<file path="src/rtl/attr_remap_pkg.sv">
package attr_remap_pkg;

    localparam int unsigned TYPE_W      = 2;
    localparam int unsigned TYPE_LSB    = 0;
    localparam int unsigned DEV_S0_BIT  = 16;
    localparam int unsigned DEV_S1_BIT  = 17;
    localparam int unsigned NRM_S0_BIT  = 18;
    localparam int unsigned NRM_S1_BIT  = 19;
    localparam int unsigned RSV_LSB     = 20;
    localparam int unsigned RSV_MSB     = 23;
    localparam int unsigned OUTER_LSB   = 24;
    localparam int unsigned N_BANKS     = 2;
    localparam int unsigned BANK_NS     = 0;
    localparam int unsigned BANK_S      = 1;

    typedef enum logic [1:0] {
        MT_DEV_STRICT = 2'b00,
        MT_DEV_OTHER  = 2'b01,
        MT_NORMAL     = 2'b10,
        MT_UNDEF      = 2'b11
    } mem_type_e;

    typedef enum logic [1:0] {
        SH_NONE  = 2'b00,
        SH_INNER = 2'b01,
        SH_OUTER = 2'b10
    } share_e;

    localparam logic [1:0] EL_USER = 2'd0;

    // Bits that hold state; every other bit reads as zero.
    function automatic logic [31:0] keep_mask(input int unsigned n_idx);
        logic [31:0] m;
        m = '0;
        for (int unsigned i = 0; i < 32; i++) begin
            if (i >= TYPE_LSB && i < TYPE_LSB + TYPE_W * n_idx) m[i] = 1'b1;
            if (i >= DEV_S0_BIT && i <= NRM_S1_BIT)               m[i] = 1'b1;
            if (i >= OUTER_LSB && i < OUTER_LSB + n_idx)          m[i] = 1'b1;
        end
        return m;
    endfunction

endpackage

</file>
<file path="src/rtl/attr_access_ctl.sv">
module attr_access_ctl
    import attr_remap_pkg::*;
#(
    parameter int unsigned BANKS = N_BANKS
) (
    input  logic             req,
    input  logic             wr,
    input  logic [1:0]       el,
    input  logic             secure,
    input  logic             long_fmt,
    input  logic             sec_wr_lock,
    output logic [BANKS-1:0] wr_en,
    output logic             rd_en,
    output logic             deny
);

    logic privileged;
    logic fmt_ok;
    logic locked;

    always_comb begin
        privileged = (el != EL_USER);
        fmt_ok     = !long_fmt;
        locked     = wr && secure && sec_wr_lock;
        wr_en      = '0;
        rd_en      = 1'b0;
        deny       = 1'b0;
        if (req) begin
            if (!privileged || !fmt_ok || locked) begin
                deny = 1'b1;
            end else if (wr) begin
                wr_en[secure ? BANK_S : BANK_NS] = 1'b1;
            end else begin
                rd_en = 1'b1;
            end
        end
    end

endmodule

</file>
<file path="src/rtl/attr_reg_bank.sv">
module attr_reg_bank
    import attr_remap_pkg::*;
#(
    parameter int unsigned REG_W = 32,
    parameter int unsigned N_IDX = 8
) (
    input  logic             clk,
    input  logic             rst,
    input  logic             wr_en,
    input  logic [REG_W-1:0] wdata,
    output logic [REG_W-1:0] value
);

    localparam logic [31:0] KEEP = keep_mask(N_IDX);

    typedef struct packed {
        logic [REG_W-1:0] word;
    } bank_state_t;

    bank_state_t st_d, st_q;

    always_comb begin
        st_d = st_q;
        if (wr_en) begin
            st_d.word = wdata & KEEP[REG_W-1:0];
        end
    end

    always_ff @(posedge clk) begin
        if (rst) begin
            st_q <= '0;
        end else begin
            st_q <= st_d;
        end
    end

    assign value = st_q.word;

endmodule

</file>
<file path="src/rtl/attr_lookup.sv">
module attr_lookup
    import attr_remap_pkg::*;
#(
    parameter int unsigned REG_W = 32,
    parameter int unsigned IDX_W = 3
) (
    input  logic [REG_W-1:0] cfg,
    input  logic [IDX_W-1:0] idx,
    input  logic             share_in,
    output logic [1:0]       mtype,
    output logic [1:0]       share,
    output logic             err
);

    logic [TYPE_W-1:0] code;
    logic              nrm_shareable;
    logic              pick_inner;
    logic              unused_dev;

    assign unused_dev = ^{cfg[DEV_S1_BIT], cfg[DEV_S0_BIT], cfg[RSV_MSB:RSV_LSB]};

    always_comb begin
        code          = cfg[TYPE_LSB + TYPE_W * int'(idx) +: TYPE_W];
        nrm_shareable = share_in ? cfg[NRM_S1_BIT] : cfg[NRM_S0_BIT];
        pick_inner    = cfg[OUTER_LSB + int'(idx)];
        err           = 1'b0;
        mtype         = MT_DEV_STRICT;
        share         = SH_OUTER;
        unique case (mem_type_e'(code))
            MT_DEV_STRICT, MT_DEV_OTHER: begin
                mtype = code;
                share = SH_OUTER;
            end
            MT_NORMAL: begin
                mtype = MT_NORMAL;
                if (!nrm_shareable) share = SH_NONE;
                else if (pick_inner) share = SH_INNER;
                else share = SH_OUTER;
            end
            MT_UNDEF: begin
                err   = 1'b1;
                mtype = MT_DEV_STRICT;
                share = SH_OUTER;
            end
            default: begin
                err = 1'b1;
            end
        endcase
    end

endmodule

</file>
<file path="src/rtl/attr_remap_bank.sv">
module attr_remap_bank
    import attr_remap_pkg::*;
#(
    parameter int unsigned REG_W = 32,
    parameter int unsigned IDX_W = 3
) (
    input  logic             clk,
    input  logic             rst,
    input  logic             reg_req,
    input  logic             reg_wr,
    input  logic [1:0]       reg_el,
    input  logic             reg_secure,
    input  logic [REG_W-1:0] reg_wdata,
    output logic [REG_W-1:0] reg_rdata,
    output logic             reg_fault,
    input  logic             long_fmt,
    input  logic             sec_wr_lock,
    input  logic [IDX_W-1:0] lk_idx,
    input  logic             lk_share_in,
    input  logic             lk_secure,
    output logic [1:0]       lk_type,
    output logic [1:0]       lk_share,
    output logic             lk_err
);

    localparam int unsigned N_IDX = 1 << IDX_W;

    typedef struct packed {
        logic [REG_W-1:0] rdata;
        logic             fault;
    } port_state_t;

    logic [N_BANKS-1:0]            wr_en;
    logic                          rd_en;
    logic                          deny;
    logic [N_BANKS-1:0][REG_W-1:0] bank_q;
    port_state_t                   ps_d, ps_q;

    attr_access_ctl #(.BANKS(N_BANKS)) u_ctl (
        .req         (reg_req),
        .wr          (reg_wr),
        .el          (reg_el),
        .secure      (reg_secure),
        .long_fmt    (long_fmt),
        .sec_wr_lock (sec_wr_lock),
        .wr_en       (wr_en),
        .rd_en       (rd_en),
        .deny        (deny)
    );

    for (genvar b = 0; b < N_BANKS; b++) begin : g_bank
        attr_reg_bank #(.REG_W(REG_W), .N_IDX(N_IDX)) u_bank (
            .clk   (clk),
            .rst   (rst),
            .wr_en (wr_en[b]),
            .wdata (reg_wdata),
            .value (bank_q[b])
        );
    end

    always_comb begin
        ps_d       = '0;
        ps_d.fault = deny;
        if (rd_en) begin
            ps_d.rdata = bank_q[reg_secure ? BANK_S : BANK_NS];
        end
    end

    always_ff @(posedge clk) begin
        if (rst) begin
            ps_q <= '0;
        end else begin
            ps_q <= ps_d;
        end
    end

    assign reg_rdata = ps_q.rdata;
    assign reg_fault = ps_q.fault;

    attr_lookup #(.REG_W(REG_W), .IDX_W(IDX_W)) u_lookup (
        .cfg      (bank_q[lk_secure ? BANK_S : BANK_NS]),
        .idx      (lk_idx),
        .share_in (lk_share_in),
        .mtype    (lk_type),
        .share    (lk_share),
        .err      (lk_err)
    );

endmodule

</file>
<file path="config.mk">
export PLATFORM = sky130hd
export DESIGN_NAME = attr_remap_bank
export DESIGN_NICKNAME = d
export VERILOG_FILES = /design/src/rtl/attr_remap_pkg.sv /design/src/rtl/attr_access_ctl.sv /design/src/rtl/attr_reg_bank.sv /design/src/rtl/attr_lookup.sv /design/src/rtl/attr_remap_bank.sv
export SDC_FILE = /design/constraint.sdc
export NUM_CORES = 1
export LEC_CHECK = 0
export BUFFER_PORTS_ARGS = -buffer_cell sky130_fd_sc_hd__clkbuf_2
export CORE_UTILIZATION = 50
export DETAILED_ROUTE_END_ITERATION = 12
export HOLD_SLACK_MARGIN = 0.03
export PLACE_DENSITY = 0.75
export SKIP_CTS_REPAIR_TIMING = 1
export SYNTH_ARGS = -nofsm -noshare
export SYNTH_HDL_FRONTEND = slang
export SYNTH_SLANG_ARGS = --single-unit
</file>
<file path="constraint.sdc">
create_clock -name clk -period 2.7 [get_ports clk]
set_clock_uncertainty 0.15 [all_clocks]
set_input_delay 0.135 -clock clk [delete_from_list [all_inputs] [get_ports clk]]
set_output_delay 0.135 -clock clk [all_outputs]
set_load 0.05 [all_outputs]
</file>
==> impl_metrics.env, run 1 <==
export IMPL_die_x_um=85.8
export IMPL_synthArstFlopShare_pct=0
export IMPL_num_rows=30
export IMPL_clk_insertion_delay_late_ps=350
export IMPL_tns_ps=0
export IMPL_synth_edf_count=0
export IMPL_numClockSinks=85
export IMPL_min_period_ps=2410
export IMPL_wl_per_cell_um=13.8
export IMPL_r2r_end="reg_rdata[1]"
export IMPL_min_path_cells=3
export IMPL_slew_limit_headroom_pct=60.3
export IMPL_hold_violations=0
export IMPL_start_util_pct=51.6
export IMPL_overflow=0
export IMPL_r2r_slack_ps=1850
export IMPL_root_buffer="clkbuf_8"
export IMPL_hold_path_class="in -> reg"
export IMPL_clk_path_buf_depth=2
export IMPL_powerDensity_mw_per_mm2=528
export IMPL_clkTransAtPathRegs_ps=80
export IMPL_die_h_um=85.8
export IMPL_vdd_drop_max_mv=0.321
export IMPL_cts_buffers=9
export IMPL_dr_pass1_iters=4
export IMPL_core_sq_mm=0.00679
export IMPL_synth_seq_cells=85
export IMPL_gp_congestion=0.754
export IMPL_num_fill_cells=567
export IMPL_drc_errors=0
export IMPL_drive_gt1_share_pct=24.3
export IMPL_rr_worst_depth=2
export IMPL_finalInstanceArea_sq_mm=0.00443
export IMPL_critPathRequiredTime_ps=2410
export IMPL_syn_area_sq_mm=0.00351
export IMPL_instances_no_fill=553
export IMPL_hold_path_end="reg_rdata[24]"
export IMPL_setup_viol=0
export IMPL_io_buffers=75
export IMPL_grt_pass1_wl_um=11900
export IMPL_grt_pass1_vias=2484
export IMPL_dpl_instance_area_sq_mm=0.00392
export IMPL_avgSynthCellArea_sq_um=9.94
export IMPL_p_leak_nw=2.03
export IMPL_crit_type="reg -> out"
export IMPL_drt_iter0_markers=119
export IMPL_hp_start="reg_secure"
export IMPL_max_cap_violations=0
export IMPL_rsz0062_at_grt="no"
export IMPL_yosysWarningCount=0
export IMPL_path_max_fanout=4
export IMPL_cp_start_kind="flop"
export IMPL_timing_rr_start="g_bank[1].u_bank.value[1]"
export IMPL_nets=498
export IMPL_antenna_found_initial=0
export IMPL_drv_slew=0
export IMPL_vias=2778
export IMPL_diodes=0
export IMPL_num_io_pins=84
export IMPL_tightestPinTransition_ps=596
export IMPL_synthFlopType="dfxtp_1"
export IMPL_synth_cell_type_count=30
export IMPL_cts_tree="yes"
export IMPL_grt_start_max_net_pins=58
export IMPL_drt_total_wl_um=7660
export IMPL_dpl_hpwl_um=4820
export IMPL_netlist_instances=353
export IMPL_area_growth_pct=26.3
export IMPL_track_usage_pct=20.9
export IMPL_status="finished clean"
export IMPL_dieArea_sq_mm=0.00735
export IMPL_cp_end_kind="output pin"
export IMPL_via_per_inst=5.02
export IMPL_htreeDepth=3
export IMPL_fin_crit_sh_pct=89.4
export IMPL_fmax_mhz=414
export IMPL_detail_route_antenna_nets=0
export IMPL_ys_seq_area_share_pct=48.5
export IMPL_post_place_cells=506
export IMPL_critPathArrivalTime_ps=2130
-- routing by layer --
layer / global-route usage, % / vias to the layer above / wire, um
li1: - / 1391 / -
met1: 27.1 / 1310 / 3550
met2: 34.5 / 67 / 3740
met3: 4.33 / 10 / 275
met4: 8.18 / 0 / 97
met5: 0 / - / 0
-- cells in the mapped netlist (2+ instances only) --
library cell  count  share of area [%]
a21oi_1          29                4.1
buf_1             2               0.21
buf_2             6               0.86
buf_4             5                1.1
buf_6             2               0.64
clkbuf_1         12                1.3
dfxtp_1          85                 49
mux2_2            2               0.64
mux2i_1          56                 16
mux4_1            6                4.5
mux4_2            7                4.5
nand2_1          60                6.4
nand3_1           5               0.71
nor2_1           60                6.4
-- layout by cell type, fill, tap and decap left out --
cell type | netlist | layout
a211o_1 | 1 | 1
a21oi_1 | 29 | 29
a22oi_1 | 1 | 1
and2_1 | 1 | 1
and2b_1 | 1 | 1
and3_2 | 1 | 1
and3b_1 | 1 | 1
and4_1 | 1 | 1
and4b_1 | 1 | 1
buf_4 | 5 | 6
clkbuf_2 | 0 | 75
clkbuf_8 | 0 | 13
clkinv_2 | 0 | 2
clkinvlp_4 | 0 | 1
conb_1 | 1 | 4
dfxtp_1 | 85 | 85
dlygate4sd3_1 | 0 | 31
mux2_2 | 2 | 2
mux2i_1 | 56 | 56
mux2i_4 | 1 | 1
mux4_1 | 6 | 6
mux4_2 | 7 | 7
nand2_1 | 60 | 60
nand2b_1 | 1 | 1
nand3_1 | 5 | 4
nand3_2 | 0 | 1
nand4_1 | 1 | 1
nand4b_1 | 1 | 1
nor2_1 | 60 | 60
nor2b_1 | 1 | 1
nor4b_2 | 1 | 1
o21ba_2 | 1 | 1
-- area by class of cell --
type / count / area [sq um] / area share [%]
flip-flops and latches: 85 / 1700 / 38.4
well taps: 96 / 120 / 2.71
repair buffers: 112 / 731 / 16.5
multi-input cells: 244 / 1680 / 37.9
clock buffers: 13 / 179 / 4.04
clock inverters: 3 / 17.5 / 0.396
-- flip-flops by register name, indices dropped and copies added (netlist names) --
signal               count
g_bank.u_bank.value     56
reg_fault                1
reg_rdata               28
-- worst max path at each step --
stage,start,cells after the start,endpoint
after floorplan,lk_idx[1],5,lk_share[0]
after global placement,lk_idx[1],6,lk_share[0]
after detailed placement,lk_idx[1],6,lk_share[0]
after CTS,g_bank[1].u_bank.value[14],5,lk_share[0]
after global routing,g_bank[1].u_bank.value[14],5,lk_share[0]
final,g_bank[1].u_bank.value[14],5,lk_share[0]
-- critical path, stage by stage, from the launching register on --
cell,delay (ps)
dfxtp_1,330
mux4_2,460
nand3_1,110
nand4_1,180
nor4b_2,370
clkbuf_2,340
-- logic make-up (layout without fill, tap and decap cells) --
family / after synthesis / count (layout) / synth area share [%]
AND/OR/NAND/NOR: 136 / 136 / 16.2
buffers and inverters: 27 / 128 / 4.07
other: 1 / 4 / 0.107
multiplexers: 72 / 72 / 26.3
AO/OA/AOI/OAI: 32 / 32 / 4.89
flip-flops: 85 / 85 / 48.5
-- report_power, final --
part           internal, mW  switching (mW)  total [mW]
combinational        0.0949           0.110       0.205
sequential             1.27         0.00835        1.27
clock                 0.432           0.425       0.857
total                  1.79           0.544        2.34
-- stage by stage --
stage	hold slack [ps]	power (mW)	setup WS [ps]	util, %
global placement	224	1.47	404	57.7
CTS	-143	2.32	265	60.6
finish	180	2.34	285	65.2
detailed placement	232	1.47	402	57.7
floorplan	114	1.42	377	-
global route	214	2.42	128	65.2
Power figures use the tool's default switching activity.
==> run 2, diff against run 1 <==
--- a/config.mk
+++ b/config.mk
@@ -6,6 +6,7 @@
 export NUM_CORES = 1
 export LEC_CHECK = 0
 export BUFFER_PORTS_ARGS = -buffer_cell sky130_fd_sc_hd__clkbuf_2
+export CORE_MARGIN = 5
 export CORE_UTILIZATION = 50
 export DETAILED_ROUTE_END_ITERATION = 12
 export HOLD_SLACK_MARGIN = 0.03
==> run 2 against run 1 <==
Against the previous run: flip-flop and latch count did not move; combinational power rose by 2%; routed wire length rose by 7.2%; first-iteration DRC count rose by 8.4%; register-to-register slack barely moved; setup slack improved by 26 ps; worst hold slack got worse by 160 ps; sequential power barely moved; critical path depth did not move; via count rose by 1.3%; design area rose by 1.4%; die area rose by 20%.
==> impl_metrics.env, run 2 (synthesis results as in run 1) <==
export IMPL_status="finished clean"
export IMPL_cp_end_kind="output pin"
export IMPL_die_x_um=93.8
export IMPL_drv_slew=0
export IMPL_via_per_inst=5.08
export IMPL_drt_total_wl_um=8210
export IMPL_path_delay_family="simple AND/OR/NAND/NOR gates"
export IMPL_critPathBufInv=1
export IMPL_vias=2813
export IMPL_grt_pass1_vias=2818
export IMPL_root_buffer="clkbuf_8"
export IMPL_numClockSinks=85
export IMPL_crit_start="g_bank[1].u_bank.value[14]"
export IMPL_dr_pass1_iters=4
export IMPL_drt_iter0_markers=129
export IMPL_cp_start_kind="flop"
export IMPL_powerDensity_mw_per_mm2=561
export IMPL_fin_total_pwr_mw=2.52
export IMPL_rsz0062_at_grt="no"
export IMPL_clkTransAtPathRegs_ps=80
export IMPL_clk_insertion_delay_late_ps=350
export IMPL_layout_commonest_cell="dfxtp_1"
export IMPL_critPathRequiredTime_ps=2410
export IMPL_core_sq_mm=0.00679
export IMPL_grt_start_max_net_pins=58
export IMPL_overflow=0
export IMPL_hold_path_class="in -> reg"
export IMPL_setup_viol=0
export IMPL_wl_per_cell_um=14.8
export IMPL_start_util_pct=51.6
export IMPL_dpl_hpwl_um=5350
export IMPL_max_cap_violations=0
export IMPL_fmax_mhz=419
export IMPL_p_leak_nw=2.05
export IMPL_drive_gt1_share_pct=24.0
export IMPL_min_period_ps=2390
export IMPL_num_rows=30
export IMPL_cts_tree="yes"
export IMPL_slowest_delay_ps=470
export IMPL_die_h_um=93.8
export IMPL_largest_register_ffs=56
export IMPL_vdd_drop_max_mv=0.307
export IMPL_path_max_fanout=4
export IMPL_path_cells="mux4_2, nand3_1, nand4_1, nor4b_2, clkbuf_2"
export IMPL_io_buffers=75
export IMPL_clk_path_buf_depth=2
export IMPL_area_growth_pct=28.0
export IMPL_critPathArrivalTime_ps=2100
export IMPL_tightestPinTransition_ps=572
export IMPL_nets=500
export IMPL_gp_congestion=0.775
export IMPL_hp_start="reg_el[1]"
export IMPL_tns_ps=0
export IMPL_crit_type="reg -> out"
export IMPL_hold_violations=0
export IMPL_slowest_stage="mux4_2"
export IMPL_drc_errors=0
export IMPL_timing_rr_start="g_bank[1].u_bank.value[5]"
export IMPL_dieArea_sq_mm=0.00879
export IMPL_htreeDepth=3
export IMPL_detail_route_antenna_nets=0
export IMPL_fin_crit_sh_pct=88.5
export IMPL_antenna_found_initial=0
export IMPL_cts_buffers=9
export IMPL_slew_limit_headroom_pct=61.8
export IMPL_grt_pass1_wl_um=13200
export IMPL_num_io_pins=84
export IMPL_track_usage_pct=19.2
export IMPL_final_cell_mix="dfxtp_1 (85), clkbuf_2 (75), nand2_1 (60), nor2_1 (60), mux2i_1 (56)"
export IMPL_diodes=0
## run 2: cell count changes in the layout (fill, tap and decap cells not counted)
cell / before / now
clkbuf_1: 0 / 1
bufinv_16: 0 / 3
buf_12: 0 / 1
clkinvlp_4: 1 / 0
dlygate4sd3_1: 31 / 32
clkbuf_8: 13 / 9
## run 2: cell type report
cell class / instances / area, sq um
Sequential cell: 85 / 1700
Fill cell: 555 / 2300
Clock inverter: 5 / 100
Multi-Input combinational cell: 244 / 1680
Timing Repair Buffer: 114 / 761
Tap cell: 96 / 120
Clock buffer: 10 / 128
## run 2: routing by layer
layer	GRT usage (%)	share of wire, %
met1	23.2	42
met5	0	0
met4	7.82	1.8
met2	32.8	50
met3	4.49	5.8
## run 2: per-stage QoR
| stage | util, % | setup WS (ps) | hold slack [ps] | cells | instance area [sq um] |
|---|---|---|---|---|---|
| floorplan | - | 377 | 114 | 356 | 3520 |
| global placement | 58.0 | 449 | 224 | 507 | 3940 |
| detailed placement | 58.0 | 436 | 228 | 507 | 3940 |
| CTS | 61.4 | 298 | -154 | 522 | 4170 |
| global route | 66.1 | 210 | 33.9 | 554 | 4490 |
| finish | 66.1 | 311 | 16.9 | 554 | 4490 |
## run 2: power breakdown
group / switching [mW] / internal (mW)
Clock: 0.428 / 0.607
Sequential: 0.00842 / 1.27
Combinational: 0.111 / 0.0975
## run 2: worst paths after layout
kind                                end  slack, ps  cells after the start
min                           reg_fault         20                      3
min reg2reg  g_bank[0].u_bank.value[17]        310                      2
max reg2reg                reg_rdata[5]       1860                      2
max                         lk_share[0]        310                      5
## run 2: worst min-delay path, cell delays in order
cell	delay (ps)
clkbuf_2	80
o21ba_2	190
a21oi_1	70
==> run 3, diff against run 2 <==
==> constraint.sdc (replaced) <==
create_clock -name clk -period 3.01 [get_ports clk]
set_clock_uncertainty 0.15 [all_clocks]
set_input_delay 0.1505 -clock clk [delete_from_list [all_inputs] [get_ports clk]]
set_output_delay 0.1505 -clock clk [all_outputs]
set_load 0.05 [all_outputs]
==> run 3 against run 2 <==
Against the previous run: count of clock-buffer cells in the layout increased by 2; utilization decreased by 0.37 points; die area did not move; flip-flop and latch count stayed put; sequential share of layout area rose by 0.21 points; global-route usage down 0.72 points; non-clock buffer count decreased by 2; routed wire length is 3.6% lower; design area down 0.56%; first-iteration DRC count increased by 5.4%; setup slack better by 290 ps; cell count is 0.36% lower; critical path type unchanged; critical endpoint is now lk_share[1]; highest routed layer unchanged.
==> impl_metrics.env, run 3 (synthesis results as in run 1) <==
export IMPL_status="finished clean"
export IMPL_diodes=0
export IMPL_cp_end_kind="output pin"
export IMPL_grt_start_max_net_pins=58
export IMPL_rr_worst_depth=2
export IMPL_min_path_cells=3
export IMPL_final_cell_mix="dfxtp_1 (85), clkbuf_2 (75), nand2_1 (60), nor2_1 (60), mux2i_1 (56)"
export IMPL_drt_iter0_markers=136
export IMPL_vias=2794
export IMPL_path_max_fanout=3
export IMPL_layout_commonest_cell="dfxtp_1"
export IMPL_track_usage_pct=18.5
export IMPL_tns_ps=0
export IMPL_detail_route_antenna_nets=0
export IMPL_die_h_um=93.8
export IMPL_grt_pass1_vias=2661
export IMPL_vdd_drop_max_mv=0.347
export IMPL_hold_violations=0
export IMPL_p_leak_nw=2.04
export IMPL_slew_limit_headroom_pct=60.6
export IMPL_numClockSinks=85
export IMPL_grt_pass1_wl_um=12700
export IMPL_cts_tree="yes"
export IMPL_dr_pass1_iters=4
export IMPL_core_sq_mm=0.00679
export IMPL_drv_slew=0
export IMPL_dpl_hpwl_um=5180
export IMPL_area_growth_pct=27.3
export IMPL_tightestPinTransition_ps=590
export IMPL_drive_gt1_share_pct=24.1
export IMPL_antenna_found_initial=0
export IMPL_clk_path_buf_depth=2
export IMPL_setup_viol=0
export IMPL_gp_congestion=0.761
export IMPL_num_io_pins=84
export IMPL_path_cells="mux4_1, mux2_2, mux2i_4, a211o_1, clkbuf_2"
export IMPL_cp_start_kind="flop"
export IMPL_fmax_mhz=416
export IMPL_critPathBufInv=1
export IMPL_cp_depth=5
export IMPL_dieArea_sq_mm=0.00879
export IMPL_clk_insertion_delay_late_ps=350
export IMPL_cts_buffers=9
export IMPL_overflow=0
export IMPL_slowest_stage="mux4_1"
export IMPL_root_buffer="clkbuf_8"
export IMPL_wl_per_cell_um=14.3
export IMPL_rsz0062_at_grt="no"
export IMPL_critPathRequiredTime_ps=2710
export IMPL_drt_total_wl_um=7910
export IMPL_htreeDepth=3
export IMPL_drc_errors=0
export IMPL_path_delay_family="multiplexers"
export IMPL_fin_total_pwr_mw=2.25
export IMPL_slowest_delay_ps=510
export IMPL_via_per_inst=5.06
export IMPL_io_buffers=75
export IMPL_num_rows=30
export IMPL_critPathArrivalTime_ps=2110
export IMPL_die_x_um=93.8
export IMPL_max_cap_violations=0
export IMPL_whs_ps=225
export IMPL_largest_register_ffs=56
export IMPL_min_period_ps=2410
export IMPL_crit_type="reg -> out"
export IMPL_num_fill_cells=563
export IMPL_clkTransAtPathRegs_ps=80
export IMPL_fin_crit_sh_pct=79.9
export IMPL_nets=498
export IMPL_hold_path_class="in -> reg"
export IMPL_start_util_pct=51.6
export IMPL_powerDensity_mw_per_mm2=503
run 3: path summary, 6_finish.rpt:
kind | from | end | slack, ps
max reg2reg | g_bank[1].u_bank.value[5] | reg_rdata[5] | 2170
min reg2reg | g_bank[0].u_bank.value[16] | g_bank[0].u_bank.value[16] | 310
min | rst | g_bank[1].u_bank.value[0] | 230
max | g_bank[0].u_bank.value[29] | lk_share[1] | 600
run 3: where the power goes:
group / switching (mW) / leakage, nW / internal, mW
registers: 0.00733 / 0.686 / 1.14
logic: 0.0981 / 1.24 / 0.0851
clock network: 0.389 / 0.115 / 0.531
run 3: per-layer routing:
| layer | GRT usage (%) | part of all wire (%) | wire length [um] |
|---|---|---|---|
| met4 | 6.62 | 0.72 | 57 |
| met3 | 4.65 | 5.0 | 399 |
| met2 | 30.9 | 51 | 4060 |
| met5 | 0 | 0 | 0 |
| met1 | 23.1 | 43 | 3400 |
run 3: layout make-up:
| class | instances | area [sq um] | area share [%] |
|---|---|---|---|
| Timing Repair Buffer | 112 | 731 | 16.4 |
| Clock inverter | 3 | 67.6 | 1.51 |
| Multi-Input combinational cell | 244 | 1680 | 37.6 |
| Clock buffer | 12 | 165 | 3.70 |
| Tap cell | 96 | 120 | 2.69 |
| Sequential cell | 85 | 1700 | 38.1 |
run 3: worst min-delay path: cells and delay by family:
kind	cells	cell delay (ps)
buffers and inverters	2	390
and+or+nand+nor	1	150
run 3: per-stage QoR:
stage	std cells	worst slack, ps	util [%]	instance area [sq um]
after global placement	506	722	57.7	3920
after CTS	521	569	61.1	4150
after floorplan	356	656	-	3520
after detailed placement	506	714	57.7	3920
final	552	604	65.7	4460
after global routing	552	495	65.7	4460
